### src/rtl/extstat_pkg.sv
package extstat_pkg;
    localparam int DW    = 8;
    localparam int PTR_W = 4;

    typedef logic [DW-1:0]    byte_t;
    typedef logic [PTR_W-1:0] ptr_t;

    // register numbers reached through the pointer
    localparam ptr_t REG_CMD  = 4'd0;
    localparam ptr_t REG_IE   = 4'd1;
    localparam ptr_t REG_VEC  = 4'd2;
    localparam ptr_t REG_MCTL = 4'd9;
    localparam ptr_t REG_TCL  = 4'd12;
    localparam ptr_t REG_TCH  = 4'd13;
    localparam ptr_t REG_XIE  = 4'd15;

    // command field codes (bits 5:3 of a register 0 write)
    localparam logic [2:0] CMD_POINT_HIGH = 3'b001;
    localparam logic [2:0] CMD_RST_EXT    = 3'b010;
    localparam logic [2:0] CMD_RST_IUS    = 3'b111;

    localparam int IE_EXT_BIT  = 0;
    localparam int MIE_BIT     = 3;
    localparam int VIS_BIT     = 0;
    localparam int XIE_CTS_BIT = 5;

    localparam logic [2:0] EXT_STAT_CODE = 3'b101;

    typedef enum logic [1:0] {
        ACC_IDLE,
        ACC_READ,
        ACC_WRITE,
        ACC_HWRST
    } acc_e;

    typedef struct packed {
        logic cts;
        logic sync;
        logic dcd;
    } pins_t;

    typedef struct packed {
        logic ext_ie;
        logic mie;
        logic vis;
        logic cts_ie;
    } irq_cfg_t;

    typedef struct packed {
        logic rst_ext;
        logic rst_ius;
    } cmd_pulse_t;

    function automatic byte_t make_status(input pins_t p);
        return {1'b0, 1'b1, p.cts, p.sync, p.dcd, 1'b1, 1'b0, 1'b0};
    endfunction

    function automatic byte_t make_vector(input byte_t base, input logic vis);
        return vis ? {base[7:4], EXT_STAT_CODE, base[0]} : base;
    endfunction
endpackage

### src/rtl/extstat_sync.sv
module extstat_sync #(
    parameter int WIDTH  = 3,
    parameter int STAGES = 2
) (
    input  logic             clk,
    input  logic             rst,
    input  logic [WIDTH-1:0] d,
    output logic [WIDTH-1:0] q
);
    for (genvar s = 0; s < STAGES; s++) begin : g_stage
        logic [WIDTH-1:0] r;
        if (s == 0) begin : g_first
            always_ff @(posedge clk) begin
                if (rst) r <= '0;
                else     r <= d;
            end
        end else begin : g_next
            always_ff @(posedge clk) begin
                if (rst) r <= '0;
                else     r <= g_stage[s-1].r;
            end
        end
    end

    assign q = g_stage[STAGES-1].r;
endmodule

### src/rtl/extstat_busregs.sv
module extstat_busregs
    import extstat_pkg::*;
(
    input  logic       clk,
    input  logic       clr,
    input  acc_e       acc,
    input  byte_t      wdata,
    input  pins_t      status,
    output byte_t      rdata,
    output ptr_t       ptr,
    output byte_t      vec_reg,
    output irq_cfg_t   cfg,
    output cmd_pulse_t cmd
);
    byte_t tc_lo, tc_hi, xie;
    logic  is_cmd_write;

    assign is_cmd_write = (acc == ACC_WRITE) && (ptr == REG_CMD);
    assign cmd.rst_ext  = is_cmd_write && (wdata[5:3] == CMD_RST_EXT);
    assign cmd.rst_ius  = is_cmd_write && (wdata[5:3] == CMD_RST_IUS);
    assign cfg.cts_ie   = xie[XIE_CTS_BIT];

    always_ff @(posedge clk) begin
        if (clr) begin
            ptr        <= '0;
            vec_reg    <= '0;
            tc_lo      <= '0;
            tc_hi      <= '0;
            xie        <= '0;
            cfg.ext_ie <= 1'b0;
            cfg.mie    <= 1'b0;
            cfg.vis    <= 1'b0;
        end else if (acc == ACC_WRITE) begin
            if (ptr == REG_CMD) begin
                ptr <= {wdata[5:3] == CMD_POINT_HIGH, wdata[2:0]};
            end else begin
                ptr <= '0;
                case (ptr)
                    REG_IE:   cfg.ext_ie <= wdata[IE_EXT_BIT];
                    REG_VEC:  vec_reg    <= wdata;
                    REG_MCTL: begin
                        cfg.mie <= wdata[MIE_BIT];
                        cfg.vis <= wdata[VIS_BIT];
                    end
                    REG_TCL:  tc_lo <= wdata;
                    REG_TCH:  tc_hi <= wdata;
                    REG_XIE:  xie   <= wdata;
                    default:  ;
                endcase
            end
        end else if (acc == ACC_READ) begin
            ptr <= '0;
        end
    end

    always_comb begin
        case (ptr)
            REG_CMD: rdata = make_status(status);
            REG_VEC: rdata = vec_reg;
            REG_TCL: rdata = tc_lo;
            REG_TCH: rdata = tc_hi;
            REG_XIE: rdata = xie;
            default: rdata = '0;
        endcase
    end
endmodule

### src/rtl/extstat_irq.sv
module extstat_irq
    import extstat_pkg::*;
(
    input  logic       clk,
    input  logic       clr,
    input  pins_t      pins_s,
    input  irq_cfg_t   cfg,
    input  cmd_pulse_t cmd,
    input  logic       intack_n,
    input  logic       iei,
    output pins_t      status,
    output logic       ext_ip,
    output logic       ius,
    output logic       ack_drive,
    output logic       ieo,
    output logic       int_n
);
    logic req, accept, ack_hold, cts_edge;

    assign cts_edge  = !ext_ip && cfg.cts_ie && (pins_s.cts != status.cts);
    assign req       = ext_ip && cfg.ext_ie && cfg.mie && iei && !ius;
    assign accept    = !intack_n && req;
    assign int_n     = !(req && intack_n);
    assign ack_drive = !intack_n && (req || ack_hold);
    assign ieo       = iei && !ius && !req;

    always_ff @(posedge clk) begin
        if (clr) begin
            status   <= '0;
            ext_ip   <= 1'b0;
            ius      <= 1'b0;
            ack_hold <= 1'b0;
        end else begin
            if (!ext_ip) status <= pins_s;

            if (cmd.rst_ext)   ext_ip <= 1'b0;
            else if (cts_edge) ext_ip <= 1'b1;

            if (cmd.rst_ius)   ius <= 1'b0;
            else if (accept)   ius <= 1'b1;

            ack_hold <= !intack_n && (accept || ack_hold);
        end
    end
endmodule

### src/rtl/extstat_irq_ctrl.sv
module extstat_irq_ctrl
    import extstat_pkg::*;
#(
    parameter int SYNC_STAGES = 2
) (
    input  logic       clk,
    input  logic       rst,
    input  logic       cs_n,
    input  logic       rd_n,
    input  logic       wr_n,
    input  logic [7:0] din,
    output logic [7:0] dout,
    output logic       dout_en,
    input  logic       cts_in,
    input  logic       sync_in,
    input  logic       dcd_in,
    input  logic       intack_n,
    input  logic       iei,
    output logic       ieo,
    output logic       int_n
);
    localparam int PIN_W = $bits(pins_t);

    acc_e       acc;
    logic       clr;
    byte_t      rdata, vec_reg;
    ptr_t       ptr;
    irq_cfg_t   cfg;
    cmd_pulse_t cmd;
    pins_t      pins_raw, pins_s, status;
    logic       ext_ip, ius, ack_drive;

    always_comb begin
        if (!rd_n && !wr_n)                 acc = ACC_HWRST;
        else if (!cs_n && !wr_n)            acc = ACC_WRITE;
        else if (!cs_n && !rd_n && intack_n) acc = ACC_READ;
        else                                acc = ACC_IDLE;
    end

    assign clr      = rst || (acc == ACC_HWRST);
    assign pins_raw = '{cts: cts_in, sync: sync_in, dcd: dcd_in};

    extstat_sync #(.WIDTH(PIN_W), .STAGES(SYNC_STAGES)) u_sync (
        .clk (clk),
        .rst (rst),
        .d   (pins_raw),
        .q   (pins_s)
    );

    extstat_busregs u_regs (
        .clk     (clk),
        .clr     (clr),
        .acc     (acc),
        .wdata   (din),
        .status  (status),
        .rdata   (rdata),
        .ptr     (ptr),
        .vec_reg (vec_reg),
        .cfg     (cfg),
        .cmd     (cmd)
    );

    extstat_irq u_irq (
        .clk       (clk),
        .clr       (clr),
        .pins_s    (pins_s),
        .cfg       (cfg),
        .cmd       (cmd),
        .intack_n  (intack_n),
        .iei       (iei),
        .status    (status),
        .ext_ip    (ext_ip),
        .ius       (ius),
        .ack_drive (ack_drive),
        .ieo       (ieo),
        .int_n     (int_n)
    );

    assign dout    = ack_drive ? make_vector(vec_reg, cfg.vis) : rdata;
    assign dout_en = ack_drive || (acc == ACC_READ);
endmodule

### config.mk
export PLATFORM = sky130hd
export DESIGN_NAME = extstat_irq_ctrl
export DESIGN_NICKNAME = d
export VERILOG_FILES = /design/src/rtl/extstat_pkg.sv /design/src/rtl/extstat_sync.sv /design/src/rtl/extstat_busregs.sv /design/src/rtl/extstat_irq.sv /design/src/rtl/extstat_irq_ctrl.sv
export SDC_FILE = /design/constraint.sdc
export NUM_CORES = 1
export LEC_CHECK = 0
export BUFFER_PORTS_ARGS = -buffer_cell sky130_fd_sc_hd__buf_2
export CORE_AREA = 2 2 83 85
export CTS_CLUSTER_SIZE = 16
export DETAILED_ROUTE_END_ITERATION = 16
export DIE_AREA = 0 0 85 87
export PLACE_DENSITY = 0.68
export SETUP_SLACK_MARGIN = 0.05
export SYNTH_ARGS = -nofsm -noshare
export SYNTH_HDL_FRONTEND = slang
export SYNTH_HIERARCHICAL = 1
export SYNTH_SLANG_ARGS = --single-unit
### constraint.sdc
create_clock -name clk -period 2.4 [get_ports clk]
set_input_delay 0.36 -clock clk [delete_from_list [all_inputs] [get_ports clk]]
set_output_delay 0.36 -clock clk [all_outputs]
set_load 0.01 [all_outputs]
==> parameters.txt, run 1 <==
Parameter                              Value

Clock tree
  Total of cells resized after clock tree synthesis    0
  Clock Path Buffers    2
  Number of sinks handled by clock tree synthesis    51
  Clk Latency, worst-skew pair    0.30 ns
  Total number of H-tree levels    2
  Clock tree from TritonCTS    built
  Number of buffers added by the clock tree synthesis step    5
  Setup bufs post-CTS    0
  Clock-pin slew on the worst setup and hold paths    0.10 ns
  Number of hold buffers added after cts    0
  Clk Tree Root Cell    sky130_fd_sc_hd__clkbuf_8

Global route
  GR Util All Layers    17.4%
  GRT overflow    0
  First-pass GRT wire length    10.1 mm
  Number of antenna violations at the first check in global routing    0
  Number of global-route vias before repair    2073
  Pin count of the biggest net entering global routing    27

Drt
  Per-cell routed wire length    15.6 µm
  Per-cell via count in the routed design    5.48
  Drt initial violations    138
  Post-detailed-route DRC marker count    0
  Number of search-and-repair iterations in the first detailed-routing pass    4
  Via total after detailed routing    2164
  Number of routed nets with antenna violations    0
  Wire length after detailed routing    6.16 mm

Synthesis
  Most common cell in the netlist    sky130_fd_sc_hd__dfxtp_1
  Synth top area cells    sky130_fd_sc_hd__dfxtp_1, sky130_fd_sc_hd__mux2i_1, sky130_fd_sc_hd__o21ai_0, sky130_fd_sc_hd__nand2b_1, sky130_fd_sc_hd__nor2b_1
  Cell area after technology mapping    2550 µm²
  Synthesized Nets    309
  Part of the Yosys area used for sequential elements    40.0%
  Fraction of synthesized cell area taken by the top area cell type    40.0%
  Commonest cells in the synthesized netlist    sky130_fd_sc_hd__dfxtp_1, sky130_fd_sc_hd__o21ai_0, sky130_fd_sc_hd__nand2b_1, sky130_fd_sc_hd__nor2b_1, sky130_fd_sc_hd__mux2i_1
  Average footprint of a synthesized cell    8.80 µm²
  Flops & latches, synth    51
  Fraction of registers with async set/reset    0%
  Cell count after synthesis    290
  Synth warnings    6
  Area leader, netlist    sky130_fd_sc_hd__dfxtp_1
  Primary FF master, synth    sky130_fd_sc_hd__dfxtp_1
  Netlist cell types    43
  Number of synthesized flops with an enable pin    0

Job
  Number of maximum-capacitance violations    0

STA
  Worst Clk Skew    0.00896 ns
  Endpoints failing setup    0
  Final hold viol count    0
  Maximum clock frequency    0.454 GHz
  Minimum period implied by the final worst setup slack    2.20 ns
  Share of the clock period used by the worst path    91.8%
  Setup_tns    0 ns
  Worst-margin pin slew    0.554 ns
  Unrepaired setup endpoints after global routing    yes
  Number of slew-limit violations in the final report    0
  Worst max-slew margin expressed relative to the limit    63.0%
  Setup WS post-layout    0.196 ns

Layout
  Syn-to-layout area delta    13.8%
  Antenna cells    0
  Summed area of non-filler cells in the final layout    2900 µm²
  Filler instances    622
  Fraction of layout cells with a size suffix above 1    21.0%
  Post-layout net count    333

Setup path
  Required time of the critical path    2.04 ns
  Critical path peak fanout    19
  Slowest CP cell    sky130_fd_sc_hd__dfxtp_2
  Delay contributed by the slowest stage of the critical path    0.38 ns
  Worst setup path class    reg -> out
  Critical path data arrival time    1.84 ns
  CP Launch Type    register
  Cell breakdown of the critical path    buf_4 > or2_2 > o221ai_1 > inv_1 > o21ai_0 > buf_2
  Type of destination of the critical path    output port

Pwr
  VDD IR max    307 µV
  Switching Fraction    23.0%
  Design internal power    0.00125 W
  Clock share of power    38.6%
  Pleak    1.08 nW
  Register share of total power    52.7%
  Share of total power in combinational logic    8.6%
  Power dissipated by switching net loads    0.000376 W
  Cell area power density    561 nW/µm²

Placement
  Count of buffers from port buffering    28
  Placement-stage worst setup slack    0.452 ns
  Instance area at placement    2780 µm²
  Sum of net half-perimeters after detailed placement    4.40 mm
  RePlAce Congestion    0.830

Die
  Die outline area    7400 µm²
  Initial cell density of the core    38.9%
  Ports    29
  Standard-cell rows    30
  Std-Cell Core Area    6570 µm²
  Height of the die    87 µm
  Die width    85 µm

Worst hold path
  Path type of the worst min-delay path    in -> reg

Run status
  Outcome    complete, no violations
per-stage QoR:
step           power (W)  instances  util (%)  hold WS [ns]
2_1_floorplan   0.000962        290         -         0.414
3_5_place_dp     0.00102        387      42.3         0.422
4_1_cts          0.00165        395      44.1         0.266
6_report         0.00163        395      44.2         0.272
5_1_grt          0.00170        395      44.2         0.274
3_3_place_gp     0.00102        387      42.3         0.428
cell families after synthesis:
kind of cell	Yosys count	share of synthesized area (%)
compound gates	74	16.9
mux	29	12.1
simple gates	109	25.1
buf+inv	25	5.05
xor+xnor	1	0.343
fa+ha+maj	1	0.490
flops	51	40.0
worst max-delay path: cells and delay by family (launching register included):
family | cells | cell delay (ns)
AOI/OAI and AO/OA | 2 | 0.37
buffers and inverters | 3 | 0.43
DFF | 1 | 0.38
and+or+nand+nor | 1 | 0.35
placed cells by master, fill, tap and decap left out, drive strengths merged, types with 2 or more instances in the layout:
master	count
a22o	2
a32oi	2
a21oi	14
a221o	2
nand3	16
mux2i	23
nand2	10
o21bai	2
and3	2
o22ai	3
dfxtp	51
buf	39
nor3b	2
nor2	13
clkbuf	6
inv	4
nor3	4
nor2b	24
nand4b	4
o221ai	4
or4b	2
or3	3
o21ai	43
mux2	6
nand2b	24
per-layer routing:
layer	wire length, µm	share of wire [%]	track usage, %
met3	421	6.8	3.22
met1	2740	44	23.3
met2	2890	47	28.7
met4	105	1.7	4.91
met5	0	0	0
layout make-up:
type | instances | area, µm² | area share [%]
Multi-Input combinational cell | 214 | 1420 | 48.9
Inverter | 3 | 11.3 | 0.388
Timing Repair Buffer | 39 | 223 | 7.67
Clock buffer | 6 | 82.6 | 2.84
Tap cell | 80 | 100 | 3.45
Clock inverter | 2 | 38.8 | 1.34
Sequential cell | 51 | 1030 | 35.4
final timing paths:
check,end,cells after the start,slack [ns],start
max,dout[2],6,0.20,u_regs/ptr[1]
min,u_sync/g_stage[0].r[1],2,0.27,sync_in
max reg2reg,u_regs/tc_lo[3],4,0.77,u_regs/ptr[1]
min reg2reg,u_sync/q[2],1,0.45,u_sync/g_stage[0].r[2]
power by group through the flow:
stage / clock, W / combinational, W / sequential, W
floorplan: 0 / 0.0000859 / 0.000876
global placement: 0 / 0.000140 / 0.000879
detailed placement: 0 / 0.000141 / 0.000879
CTS: 0.000652 / 0.000141 / 0.000859
global route: 0.000689 / 0.000154 / 0.000861
finish: 0.000630 / 0.000141 / 0.000859
No activity file was read; power rests on OpenSTA's default activity.
==> inputs of run 2 (changes only) <==
==> constraint.sdc (replaced) <==
create_clock -name clk -period 2.75 [get_ports clk]
set_input_delay 0.4125 -clock clk [delete_from_list [all_inputs] [get_ports clk]]
set_output_delay 0.4125 -clock clk [all_outputs]
set_load 0.01 [all_outputs]
==> parameters.txt, run 2 (synthesized netlist as in run 1, its figures left out) <==
Parameter                              Value

Layout
  Syn-to-layout area delta    12.1% (was 13.8%)
  Final instance count without filler cells    393 (was 395)
  Filler instances    648 (was 622)
  Core utilization of the finished layout    43.6% (was 44.2%)
  Fraction of layout cells with a size suffix above 1    18.5% (was 21.0%)
  Post-layout net count    331 (was 333)
  Antenna cells    0 (unchanged)
  Leading cell type in the layout, fill and taps excluded    sky130_fd_sc_hd__dfxtp_1 (unchanged)
  Most frequent cells in the layout    sky130_fd_sc_hd__dfxtp_1, sky130_fd_sc_hd__o21ai_0, sky130_fd_sc_hd__buf_2 (unchanged)

Setup path
  FF-to-FF End    u_regs/xie[1] (was u_regs/tc_lo[3])
  Count of buffering cells on the critical path with inverters included    1 (was 3)
  Top cell family by delay on the critical path    flip-flops (was buffers and inverters)
  Worst R2R Setup Slack    0.87 ns (was 0.77 ns)
  Required time of the critical path    2.34 ns (was 2.04 ns)
  Slowest CP cell    sky130_fd_sc_hd__dfxtp_1 (was sky130_fd_sc_hd__dfxtp_2)
  Critical path peak fanout    16 (was 19)
  CP Launch Type    register (unchanged)
  Critical path data arrival time    2.08 ns (was 1.84 ns)
  Startpoint of the most critical register-to-register path    u_regs/ptr[0] (was u_regs/ptr[1])
  Worst setup path class    reg -> out (unchanged)
  Cell breakdown of the critical path    nor3_2 > and2_1 > a221o_1 > mux2_2 > buf_2 (was buf_4 > or2_2 > o221ai_1 > inv_1 > o21ai_0 > buf_2)
  Delay contributed by the slowest stage of the critical path    0.67 ns (was 0.38 ns)
  Worst Reg-to-Reg Cells    4 (unchanged)
  Type of destination of the critical path    output port (unchanged)

Global route
  GRT overflow    0 (unchanged)
  First-pass GRT wire length    10.1 mm (about the same)
  Number of global-route vias before repair    2096 (was 2073)
  Pin count of the biggest net entering global routing    41 (was 27)
  GR Util All Layers    17.0% (was 17.4%)
  Number of antenna violations at the first check in global routing    0 (unchanged)

Drt
  Number of search-and-repair iterations in the first detailed-routing pass    4 (unchanged)
  Post-detailed-route DRC marker count    0 (unchanged)
  Via total after detailed routing    2193 (was 2164)
  Drt initial violations    154 (was 138)
  Per-cell via count in the routed design    5.58 (was 5.48)
  Per-cell routed wire length    15.9 µm (was 15.6 µm)
  Wire length after detailed routing    6.24 mm (was 6.16 mm)
  Number of routed nets with antenna violations    0 (unchanged)

Die
  Initial cell density of the core    38.9% (unchanged)
  Std-Cell Core Area    6570 µm² (unchanged)
  Standard-cell rows    30 (unchanged)
  Die outline area    7400 µm² (unchanged)
  Height of the die    87 µm (unchanged)
  Ports    29 (unchanged)
  Die width    85 µm (unchanged)

STA
  Worst Clk Skew    0.00218 ns (was 0.00896 ns)
  Share of the clock period used by the worst path    90.7%
  Unrepaired setup endpoints after global routing    no (was yes)
  Number of slew-limit violations in the final report    0 (unchanged)
  Maximum clock frequency    0.401 GHz
  Minimum period implied by the final worst setup slack    2.50 ns
  Worst max-slew margin expressed relative to the limit    42.0% (was 63.0%)
  Worst-margin pin slew    0.867 ns (was 0.554 ns)
  Final hold viol count    0 (unchanged)
  Setup_tns    0 ns (unchanged)
  Endpoints failing setup    0 (unchanged)

Worst hold path
  Hold Path Depth    2 (unchanged)
  Path type of the worst min-delay path    in -> reg (unchanged)
  Min-Delay Endpoint    u_sync/g_stage[0].r[0] (was u_sync/g_stage[0].r[1])
  Min-delay src    dcd_in (was sync_in)

Run status
  Outcome    complete, no violations (unchanged)

Placement
  RePlAce Congestion    0.874 (was 0.830)
  Sum of net half-perimeters after detailed placement    4.39 mm (was 4.40 mm)
  Count of buffers from port buffering    28 (unchanged)
  Placed cell count    385 (was 387)

Clock tree
  Number of hold buffers added after cts    0 (unchanged)
  Setup bufs post-CTS    0 (unchanged)
  Clock-pin slew on the worst setup and hold paths    0.09 ns (was 0.10 ns)
  Clock tree from TritonCTS    built (unchanged)
  Clock Path Buffers    2 (unchanged)
  Number of sinks handled by clock tree synthesis    51 (unchanged)
  Total number of H-tree levels    2 (unchanged)
  Number of buffers added by the clock tree synthesis step    5 (unchanged)
  Total of cells resized after clock tree synthesis    0 (unchanged)
  Clk Latency, worst-skew pair    0.29 ns (was 0.30 ns)
  Clk Tree Root Cell    sky130_fd_sc_hd__clkbuf_8 (unchanged)

Pwr
  Cell area power density    465 nW/µm² (was 561 nW/µm²)
  Pleak    1.05 nW (was 1.08 nW)
  VDD IR max    349 µV (was 307 µV)

Job
  Number of maximum-capacitance violations    0 (unchanged)
-- run 2: cell types whose count changed in the layout (fill, tap and decap cells not counted) --
cell / previous run / this run
sky130_fd_sc_hd__clkbuf_1: 0 / 1
sky130_fd_sc_hd__bufinv_16: 1 / 0
sky130_fd_sc_hd__buf_4: 11 / 9
sky130_fd_sc_hd__dfxtp_1: 46 / 51
sky130_fd_sc_hd__dfxtp_2: 5 / 0
sky130_fd_sc_hd__clkbuf_8: 6 / 7
sky130_fd_sc_hd__inv_6: 1 / 0
-- run 2: routing by layer --
metal  wire, µm  track usage, %  share of wire (%)
met1       2650            22.2                 43
met2       3100            29.3                 50
met3        386            2.94                6.2
met4         92            4.47                1.5
met5          0               0                  0
-- run 2: area by class of cell --
class / instances / area, µm² / share of cell area, %
multi-input cells: 214 / 1420 / 49.7
clock buffers: 8 / 100 / 3.50
repair buffers: 37 / 208 / 7.26
well taps: 80 / 100 / 3.50
inverters: 3 / 11.3 / 0.394
flip-flops and latches: 51 / 1020 / 35.7
-- run 2: worst max path at each step --
stage / startpoint / to / slack [ns] / cells after the start
6_report: u_regs/ptr[0] / dout[0] / 0.25 / 5
5_1_grt: u_regs/ptr[0] / dout[0] / 0.14 / 5
4_1_cts: u_regs/ptr[0] / dout[0] / 0.26 / 5
3_5_place_dp: u_regs/ptr[0] / dout[0] / 0.60 / 5
3_3_place_gp: u_regs/ptr[0] / dout[0] / 0.64 / 5
2_1_floorplan: u_irq/ext_ip / dout[4] / 0.79 / 5
-- run 2: power breakdown --
group,leakage (nW),switching (W),internal (W),total [W]
Sequential,0.412,0.00000638,0.000745,0.000751
Combinational,0.590,0.0000715,0.0000479,0.000119
Clock,0.0515,0.000231,0.000230,0.000461
Total,1.05,0.000308,0.00102,0.00133
-- run 2: through the flow --
| stage | hold WS [ns] | setup WS [ns] | instance area (µm²) | power, W |
|---|---|---|---|---|
| after floorplan | 0.414 | 0.787 | 2550 | 0.000839 |
| after global placement | 0.434 | 0.637 | 2760 | 0.000885 |
| after detailed placement | 0.434 | 0.600 | 2760 | 0.000887 |
| after CTS | 0.335 | 0.259 | 2860 | 0.00134 |
| after global routing | 0.337 | 0.141 | 2860 | 0.00139 |
| final | 0.330 | 0.255 | 2860 | 0.00133 |
